===== config.mk =====
export PLATFORM = sky130hd
export DESIGN_NAME = eeprom_emu_handshake
export DESIGN_NICKNAME = d
export VERILOG_FILES = /design/src/rtl/eeh_pkg.sv /design/src/rtl/eeh_hostdec.sv /design/src/rtl/eeh_core.sv /design/src/rtl/eeh_rdmux.sv /design/src/rtl/eeprom_emu_handshake.sv
export SDC_FILE = /design/constraint.sdc
export NUM_CORES = 1
export LEC_CHECK = 0
export BUFFER_PORTS_ARGS = -buffer_cell sky130_fd_sc_hd__buf_2
export CORE_MARGIN = 10
export CORE_UTILIZATION = 35
export CTS_CLUSTER_SIZE = 12
export DETAILED_ROUTE_END_ITERATION = 10
export MAX_ROUTING_LAYER = met4
export PLACE_DENSITY = 0.66
export SYNTH_ARGS = -nofsm -noshare
export SYNTH_HDL_FRONTEND = slang
export SYNTH_SLANG_ARGS = --single-unit

===== constraint.sdc =====
create_clock -name clk -period 1.8 [get_ports clk]
set_input_delay 0.18 -clock clk [delete_from_list [all_inputs] [get_ports clk]]
set_output_delay 0.18 -clock clk [all_outputs]
set_load 0.1 [all_outputs]

===== src/rtl/eeh_pkg.sv =====
package eeh_pkg;
    localparam int HW       = 16;
    localparam int CMD_W    = 3;
    localparam int BUSY_BIT = 15;
    localparam int CERR_BIT = 14;
    localparam int ERR_LO   = 12;

    localparam logic [CMD_W-1:0] CMD_NONE  = 3'd0;
    localparam logic [CMD_W-1:0] CMD_READ  = 3'd1;
    localparam logic [CMD_W-1:0] CMD_WRITE = 3'd2;

    typedef enum logic [1:0] {
        REG_CTRL = 2'd0,
        REG_ADDR = 2'd1,
        REG_DATA = 2'd2,
        REG_NONE = 2'd3
    } reg_sel_e;
endpackage


===== src/rtl/eeh_hostdec.sv =====
module eeh_hostdec
    import eeh_pkg::*;
(
    input  logic             h_wr,
    input  logic [1:0]       h_addr,
    input  logic [CMD_W-1:0] cmd_field,
    input  logic             cerr_field,
    input  logic [1:0]       err_field,
    input  logic             busy_i,
    input  logic [CMD_W-1:0] cmd_i,
    output logic             ack_o,
    output logic [1:0]       ack_err_o,
    output logic             clr_cerr_o,
    output logic             wr_data_o
);
    reg_sel_e sel;

    always_comb begin
        sel        = reg_sel_e'(h_addr);
        ack_o      = h_wr && (sel == REG_CTRL) && busy_i && (cmd_field == cmd_i);
        ack_err_o  = err_field;
        clr_cerr_o = h_wr && (sel == REG_CTRL) && cerr_field;
        wr_data_o  = h_wr && (sel == REG_DATA);
    end
endmodule


===== src/rtl/eeh_core.sv =====
module eeh_core
    import eeh_pkg::*;
#(
    parameter int AW = 12
) (
    input  logic             clk,
    input  logic             rst_n,
    input  logic             m_cmd_valid,
    input  logic [CMD_W-1:0] m_cmd,
    input  logic [AW-1:0]    m_addr,
    input  logic [HW-1:0]    m_wdata,
    input  logic             ack_i,
    input  logic [1:0]       ack_err_i,
    input  logic             clr_cerr_i,
    input  logic             wr_data_i,
    input  logic [HW-1:0]    h_wdata_i,
    output logic             busy_o,
    output logic             cerr_o,
    output logic [CMD_W-1:0] cmd_o,
    output logic [AW-1:0]    addr_o,
    output logic [HW-1:0]    data_o,
    output logic [1:0]       err_o,
    output logic             rdv_o
);
    typedef struct packed {
        logic             busy;
        logic             cerr;
        logic [CMD_W-1:0] cmd;
        logic [AW-1:0]    addr;
        logic [HW-1:0]    data;
        logic [1:0]       err;
        logic             rdv;
    } state_t;

    state_t st_d, st_q;

    always_comb begin
        st_d     = st_q;
        st_d.rdv = 1'b0;
        if (clr_cerr_i)
            st_d.cerr = 1'b0;
        if (wr_data_i)
            st_d.data = h_wdata_i;
        if (m_cmd_valid && (m_cmd != CMD_NONE)) begin
            if (st_q.busy) begin
                st_d.cerr = 1'b1;
            end else begin
                st_d.busy = 1'b1;
                st_d.cmd  = m_cmd;
                st_d.addr = m_addr;
                if (m_cmd == CMD_WRITE)
                    st_d.data = m_wdata;
            end
        end
        if (ack_i) begin
            st_d.busy = 1'b0;
            st_d.err  = ack_err_i;
            st_d.rdv  = (st_q.cmd == CMD_READ);
        end
    end

    always_ff @(posedge clk) begin
        if (!rst_n)
            st_q <= '0;
        else
            st_q <= st_d;
    end

    assign busy_o = st_q.busy;
    assign cerr_o = st_q.cerr;
    assign cmd_o  = st_q.cmd;
    assign addr_o = st_q.addr;
    assign data_o = st_q.data;
    assign err_o  = st_q.err;
    assign rdv_o  = st_q.rdv;

    // busy only rises after a non-zero master command
    a_r2_busy_rise: assert property (@(posedge clk) disable iff (!rst_n)
        $rose(st_q.busy) |-> ($past(m_cmd_valid) && ($past(m_cmd) != CMD_NONE)));

    // busy only falls after a matching acknowledge from the decoder
    a_r6_ack_release: assert property (@(posedge clk) disable iff (!rst_n)
        $fell(st_q.busy) |-> $past(ack_i));

    // without an acknowledge, a pending command stays pending
    a_r7_hold_busy: assert property (@(posedge clk) disable iff (!rst_n)
        (st_q.busy && !ack_i) |=> st_q.busy);

    // a command while busy latches the error and keeps the address
    a_r8_refuse: assert property (@(posedge clk) disable iff (!rst_n)
        (st_q.busy && m_cmd_valid && (m_cmd != CMD_NONE))
            |=> (st_q.cerr && (st_q.addr == $past(st_q.addr))));

    // the strobe only follows an acknowledged read
    a_r10_strobe: assert property (@(posedge clk) disable iff (!rst_n)
        st_q.rdv |-> (!st_q.busy && $past(ack_i) && ($past(st_q.cmd) == CMD_READ)));
endmodule


===== src/rtl/eeh_rdmux.sv =====
module eeh_rdmux
    import eeh_pkg::*;
#(
    parameter int AW = 12
) (
    input  logic [1:0]       h_addr,
    input  logic             busy_i,
    input  logic             cerr_i,
    input  logic [1:0]       err_i,
    input  logic [CMD_W-1:0] cmd_i,
    input  logic [AW-1:0]    addr_i,
    input  logic [HW-1:0]    data_i,
    output logic [HW-1:0]    h_rdata
);
    logic [HW-1:0] ctrl_word;
    logic [HW-1:0] addr_word;

    always_comb begin
        ctrl_word                    = '0;
        ctrl_word[BUSY_BIT]          = busy_i;
        ctrl_word[CERR_BIT]          = cerr_i;
        ctrl_word[ERR_LO+1:ERR_LO]   = err_i;
        ctrl_word[CMD_W-1:0]         = cmd_i;
        addr_word                    = '0;
        addr_word[AW-1:0]            = addr_i;
        case (reg_sel_e'(h_addr))
            REG_CTRL: h_rdata = ctrl_word;
            REG_ADDR: h_rdata = addr_word;
            REG_DATA: h_rdata = data_i;
            default:  h_rdata = '0;
        endcase
    end
endmodule


===== src/rtl/eeprom_emu_handshake.sv =====
module eeprom_emu_handshake
    import eeh_pkg::*;
#(
    parameter int AW = 12
) (
    input  logic             clk,
    input  logic             rst_n,
    input  logic             m_cmd_valid,
    input  logic [CMD_W-1:0] m_cmd,
    input  logic [AW-1:0]    m_addr,
    input  logic [HW-1:0]    m_wdata,
    output logic             m_busy,
    output logic             m_cmd_err,
    output logic [1:0]       m_ack_err,
    output logic             m_rdata_valid,
    output logic [HW-1:0]    m_rdata,
    input  logic             h_wr,
    input  logic [1:0]       h_addr,
    input  logic [HW-1:0]    h_wdata,
    output logic [HW-1:0]    h_rdata,
    output logic             irq
);
    logic             ack, clr_cerr, wr_data;
    logic [1:0]       ack_err;
    logic             busy, cerr, rdv;
    logic [CMD_W-1:0] cmd;
    logic [AW-1:0]    addr;
    logic [HW-1:0]    data;
    logic [1:0]       err;

    eeh_hostdec i_dec (
        .h_wr       (h_wr),
        .h_addr     (h_addr),
        .cmd_field  (h_wdata[CMD_W-1:0]),
        .cerr_field (h_wdata[CERR_BIT]),
        .err_field  (h_wdata[ERR_LO+1:ERR_LO]),
        .busy_i     (busy),
        .cmd_i      (cmd),
        .ack_o      (ack),
        .ack_err_o  (ack_err),
        .clr_cerr_o (clr_cerr),
        .wr_data_o  (wr_data)
    );

    eeh_core #(.AW(AW)) i_core (
        .clk         (clk),
        .rst_n       (rst_n),
        .m_cmd_valid (m_cmd_valid),
        .m_cmd       (m_cmd),
        .m_addr      (m_addr),
        .m_wdata     (m_wdata),
        .ack_i       (ack),
        .ack_err_i   (ack_err),
        .clr_cerr_i  (clr_cerr),
        .wr_data_i   (wr_data),
        .h_wdata_i   (h_wdata),
        .busy_o      (busy),
        .cerr_o      (cerr),
        .cmd_o       (cmd),
        .addr_o      (addr),
        .data_o      (data),
        .err_o       (err),
        .rdv_o       (rdv)
    );

    eeh_rdmux #(.AW(AW)) i_rdmux (
        .h_addr  (h_addr),
        .busy_i  (busy),
        .cerr_i  (cerr),
        .err_i   (err),
        .cmd_i   (cmd),
        .addr_i  (addr),
        .data_i  (data),
        .h_rdata (h_rdata)
    );

    assign m_busy        = busy;
    assign irq           = busy;
    assign m_cmd_err     = cerr;
    assign m_ack_err     = err;
    assign m_rdata_valid = rdv;
    assign m_rdata       = data;
endmodule


# Word-level counts from Yosys, hierarchy flattened
# Index checks and enable logic that the tools add are counted.
[word_totals]
word_cells = 32
register_bits = 36
[classes]
n_mux = 7
n_eq_ne = 5
bitwise = 2
reduce_logical = 11
[ops]
columns = ["cell", "n"]
rows = [
  ["$pmux 16 s3", 1],
  ["$mux 16", 2],
  ["$mux 32", 1],
  ["$mux 31", 1],
  ["$logic_and 1x1->1", 6],
  ["$reduce_and 2->1", 2],
  ["$eq 3x1->1 const B", 1],
  ["$eq 3x2->1 const B", 1],
  ["$eq 3x3->1", 1],
  ["$reduce_bool 3->1", 1],
  ["$eq 2x1->1 const B", 1],
  ["$eq 2x2->1 const B", 1],
  ["$logic_not 2->1", 1],
  ["$mux 1", 2],
  ["$not 1->1", 2],
  ["$reduce_or 2->1", 1],
]

# Logic depth before layout (Yosys ltp)
[depth]
word_depth = 6
depth_mapped = 6

# Hierarchy
# A second synthesis with hierarchy kept.
[unflattened]
hier_cells = 199
area_unflattened_um2 = 1920.6
[by_module_without_submodules]
columns = ["module", "n_inst", "cells_per_inst", "area_per_inst_um2", "seq_area_each_um2"]
rows = [
  ["eeh_core", 1, 160, 1572.8, 720.7],
  ["eeh_rdmux", 1, 29, 259.0, 0.0],
  ["eeh_hostdec", 1, 9, 81.3, 0.0],
  ["eeprom_emu_handshake", 1, 1, 7.5, 0.0],
]

# Worst setup path after synthesis
# OpenSTA, ideal clock, no wires.
[synth_path]
kind = "flip-flop to output port"
from = "register i_core.st_q, in the netlist i_core.data_o[0]"
to = "output port h_rdata[0]"
path_slack_ns = -1.624
arrival_time_ns = 3.244
path_buffers = 0
path_stages_with_launch = 3
path_cell_list = "dfxtp_1 -> mux2i_1 -> o21ai_0"
[synth_between]
elab_chain_len = 1
[synth_lines]
columns = ["item", "line_no", "source"]
rows = [
  ["start: declaration", "eeh_core.sv:35", "state_t st_d, st_q;"],
  ["start signal: assignment", "eeh_core.sv:66", "st_q <= st_d;"],
  ["$pmux 16 s3", "eeh_rdmux.sv:26", "case (reg_sel_e'(h_addr))"],
  ["end: declaration", "eeprom_emu_handshake.sv:20", "output logic [HW-1:0] h_rdata,"],
]
# No other way between the ends.

# Worst setup path in the final report
[layout_path]
from = "register i_core.st_q, in the netlist i_core.busy_o"
to = "output port h_rdata[15]"
# Same word-level chain as after synthesis.

==> summary.txt <==
gp weighted congestion: 0.799
wire length per cell after detailed routing: 17.0 µm
Clock Latency Late Sink: 290 ps
cells along the critical path: mux2i_1 -> nor2_4 -> buf_2
row count: 26
Vert. Die Dim: 93.1 µm
Crit Reg-Reg Endpoint: i_core.addr_o[2]
outcome: complete, no violations
share of the synthesized area in the top cell type: 38.6%
Initial Util: 36.3%
worst hold path type: input port to flop
Num CTS Buffers: 5
setup violators final: 0
Post-Synthesis Cells: 206
LEAKAGE: 1.28 nW
unrepaired setup endpoints after global routing: no
CP Max Fanout: 10
peak per-stage delay on the critical path: 430 ps
worst r2r path cells: 3
cell area after synthesis: 1870 µm²
Synth Area in Adders: 0%
# diodes: 0
I/O pin count: 91
maximum clock frequency: 0.648 GHz
Worst EP arrival: 1360 ps
fin crit period: 1540 ps
Nets: 350
Max Cap Violations: 0
CTS Root Cell: clkbuf_8
DP Area: 2680 µm²
CTS Buffer Depth: 2
Yosys warning count: 0
Register-to-Register Setup Slack: 520 ps
Final Skew: 3.77 ps
Synth area leader: dfxtp_1
ANT nets after route: 0
CTS tree: built
Final Power: 2.24 mW
hold path depth: 3
Mapped Avg Cell Area: 9.07 µm²
slew at the pin closest to its max-slew limit: 523 ps
leading cell type in the layout, fill and taps excluded: buf_2
layout cells sized above 1: 46.6%
IO Port Bufs: 90
Core Footprint: 5140 µm²
initial antenna violation count: 0
worst endpoint required time: 1620 ps
Die W: 93.1 µm
Worst Hold Path EP: i_core.data_o[1]
DIE AREA: 8660 µm²
Via Count: 1878
Worst Setup Path Type: flop to output port
syn_nets: 259
largest net degree at the start of global routing: 21
Slew headroom: 64.9%
sequential area share after synthesis: 38.6%
simple-gate share of the synthesized area: 13.5%
worst r2r src: i_core.busy_o
Post-CTS Setup Inserts: 0
dpl hpwl: 4850 µm
CP Capture Type: output port
post-synthesis mux area share: 13.4%
design area: 2780 µm²
CTS H-tree depth: 2
DRT iter0 DRCs: 99
first-pass GRT wire length: 9910 µm
main combinational cell family by area after synthesis: compound AO/OA/AOI/OAI gates
#FFs+latches synth: 36
Slowest-stage cell, CP: dfxtp_2
DRT Wirelength: 6260 µm
Critical Path Source Type: flop
top cells by area, synth: dfxtp_1 39%, mux2i_1 13%, o31ai_1 6.4%
post-route clock period utilization: 85.7%
Clock Sinks: 36
Netlist cell types: 32
Fin. Hold Viols: 0
vias in the first global route: 1977
Pre-antenna DRT Iters: 4
most frequent cells in the layout: 78 x buf_2, 26 x dfxtp_1, 25 x mux2i_1
# DRC: 0
post_cts resized: 0
gr usage total: 14.6%
pwr dens: 805 nW/µm²
final cell utilization of the core: 54.2%
compound-gate portion of the synthesized area: 26.5%
Area growth, synth to finish: 49.0%
grt ovf: 0
Hold Crit Start: m_wdata[1]
Slew Viols, Final: 0
worst vdd ir: 0.000487 V
CTS clk-pin slew, worst paths: 80 ps
count of hold-fix buffers inserted at cts: 0
xor-xnor portion of the synthesized cell area: 1.41%
Vias/cell: 5.10
==> logic make-up (layout without fill, tap and decap cells) <==
kind of cell	after synthesis	in the layout
DFF	36	36
and+or+nand+nor	45	45
xor gates and xnor gates	3	3
muxes	25	25
AOI/OAI and AO/OA	76	76
buffers and inverters	21	113
==> synthesized netlist by cell type <==
| library cell | instances |
|---|---|
| a21boi_1 | 1 |
| o21ai_0 | 18 |
| buf_2 | 7 |
| nor3b_1 | 3 |
| dfxtp_1 | 36 |
| nand2_1 | 9 |
| nand3_1 | 12 |
| buf_8 | 1 |
| nor2_1 | 5 |
| or3_1 | 1 |
| a32oi_1 | 1 |
| mux2i_1 | 25 |
| nand4b_1 | 1 |
| clkbuf_1 | 8 |
| and3_1 | 1 |
| nand3b_2 | 1 |
| nand2b_1 | 1 |
| buf_4 | 2 |
| a21oi_1 | 17 |
| nand4bb_1 | 1 |
| buf_6 | 2 |
| nor3_1 | 1 |
| or2_1 | 2 |
| nor2b_1 | 4 |
| o31ai_1 | 16 |
| nor4_1 | 1 |
| xor2_1 | 3 |
| a22o_1 | 9 |
| or4bb_1 | 1 |
| nand3b_1 | 1 |
| a21boi_0 | 14 |
| clkbuf_2 | 1 |
==> power breakdown <==
part	total, mW	switching, mW	internal (mW)	leakage, nW
sequential	0.877	0.0354	0.841	0.299
combinational	0.655	0.455	0.200	0.929
clock	0.710	0.299	0.411	0.0552
total	2.24	0.789	1.45	1.28
==> area by class of cell <==
type	count	area [µm²]
Fill cell	493	2360
Multi-Input combinational cell	149	1100
Timing Repair Buffer	105	756
Sequential cell	36	733
Tap cell	70	87.6
Clock buffer	6	72.6
Clock inverter	2	35.0
==> routing by layer <==
layer  GRT usage [%]  share of wire, %
met1            18.9                50
met5               -                 0
met2            21.6                43
met3            4.48               6.1
met4            3.86              0.78
==> worst max-delay path: cells and delay by family (launching register included) <==
kind | cells | cell delay, ps
buffers and inverters | 1 | 420
flip-flops | 1 | 430
multiplexers | 1 | 140
AND/OR/NAND/NOR | 1 | 90
==> flip-flops by register name, summed over array words and instances (netlist names) <==
signal / cells
i_core.addr_o: 12
i_core.busy_o: 1
i_core.cerr_o: 1
i_core.cmd_o: 3
i_core.data_o: 16
i_core.err_o: 2
i_core.rdv_o: 1
==> worst max path at each step <==
| stage | start | to | slack, ps |
|---|---|---|---|
| 2_1_floorplan | i_core.data_o[0] | h_rdata[0] | -190 |
| 6_report | i_core.busy_o | h_rdata[15] | 260 |
| 5_1_grt | i_core.busy_o | h_rdata[15] | 170 |
| 4_1_cts | i_core.busy_o | h_rdata[15] | 240 |
| 3_3_place_gp | h_addr[0] | i_core.cerr_o | 420 |
| 3_5_place_dp | h_addr[0] | i_core.cerr_o | 390 |
==> metrics by stage <==
step	hold WS [ps]	instances	setup WS (ps)	setup TNS, ps
6_report	153	368	257	0
2_1_floorplan	315	206	-190	-190
4_1_cts	139	368	242	0
3_5_place_dp	453	360	388	0
3_3_place_gp	442	360	417	0
5_1_grt	157	368	172	0
(Power assumes the default switching activity.)
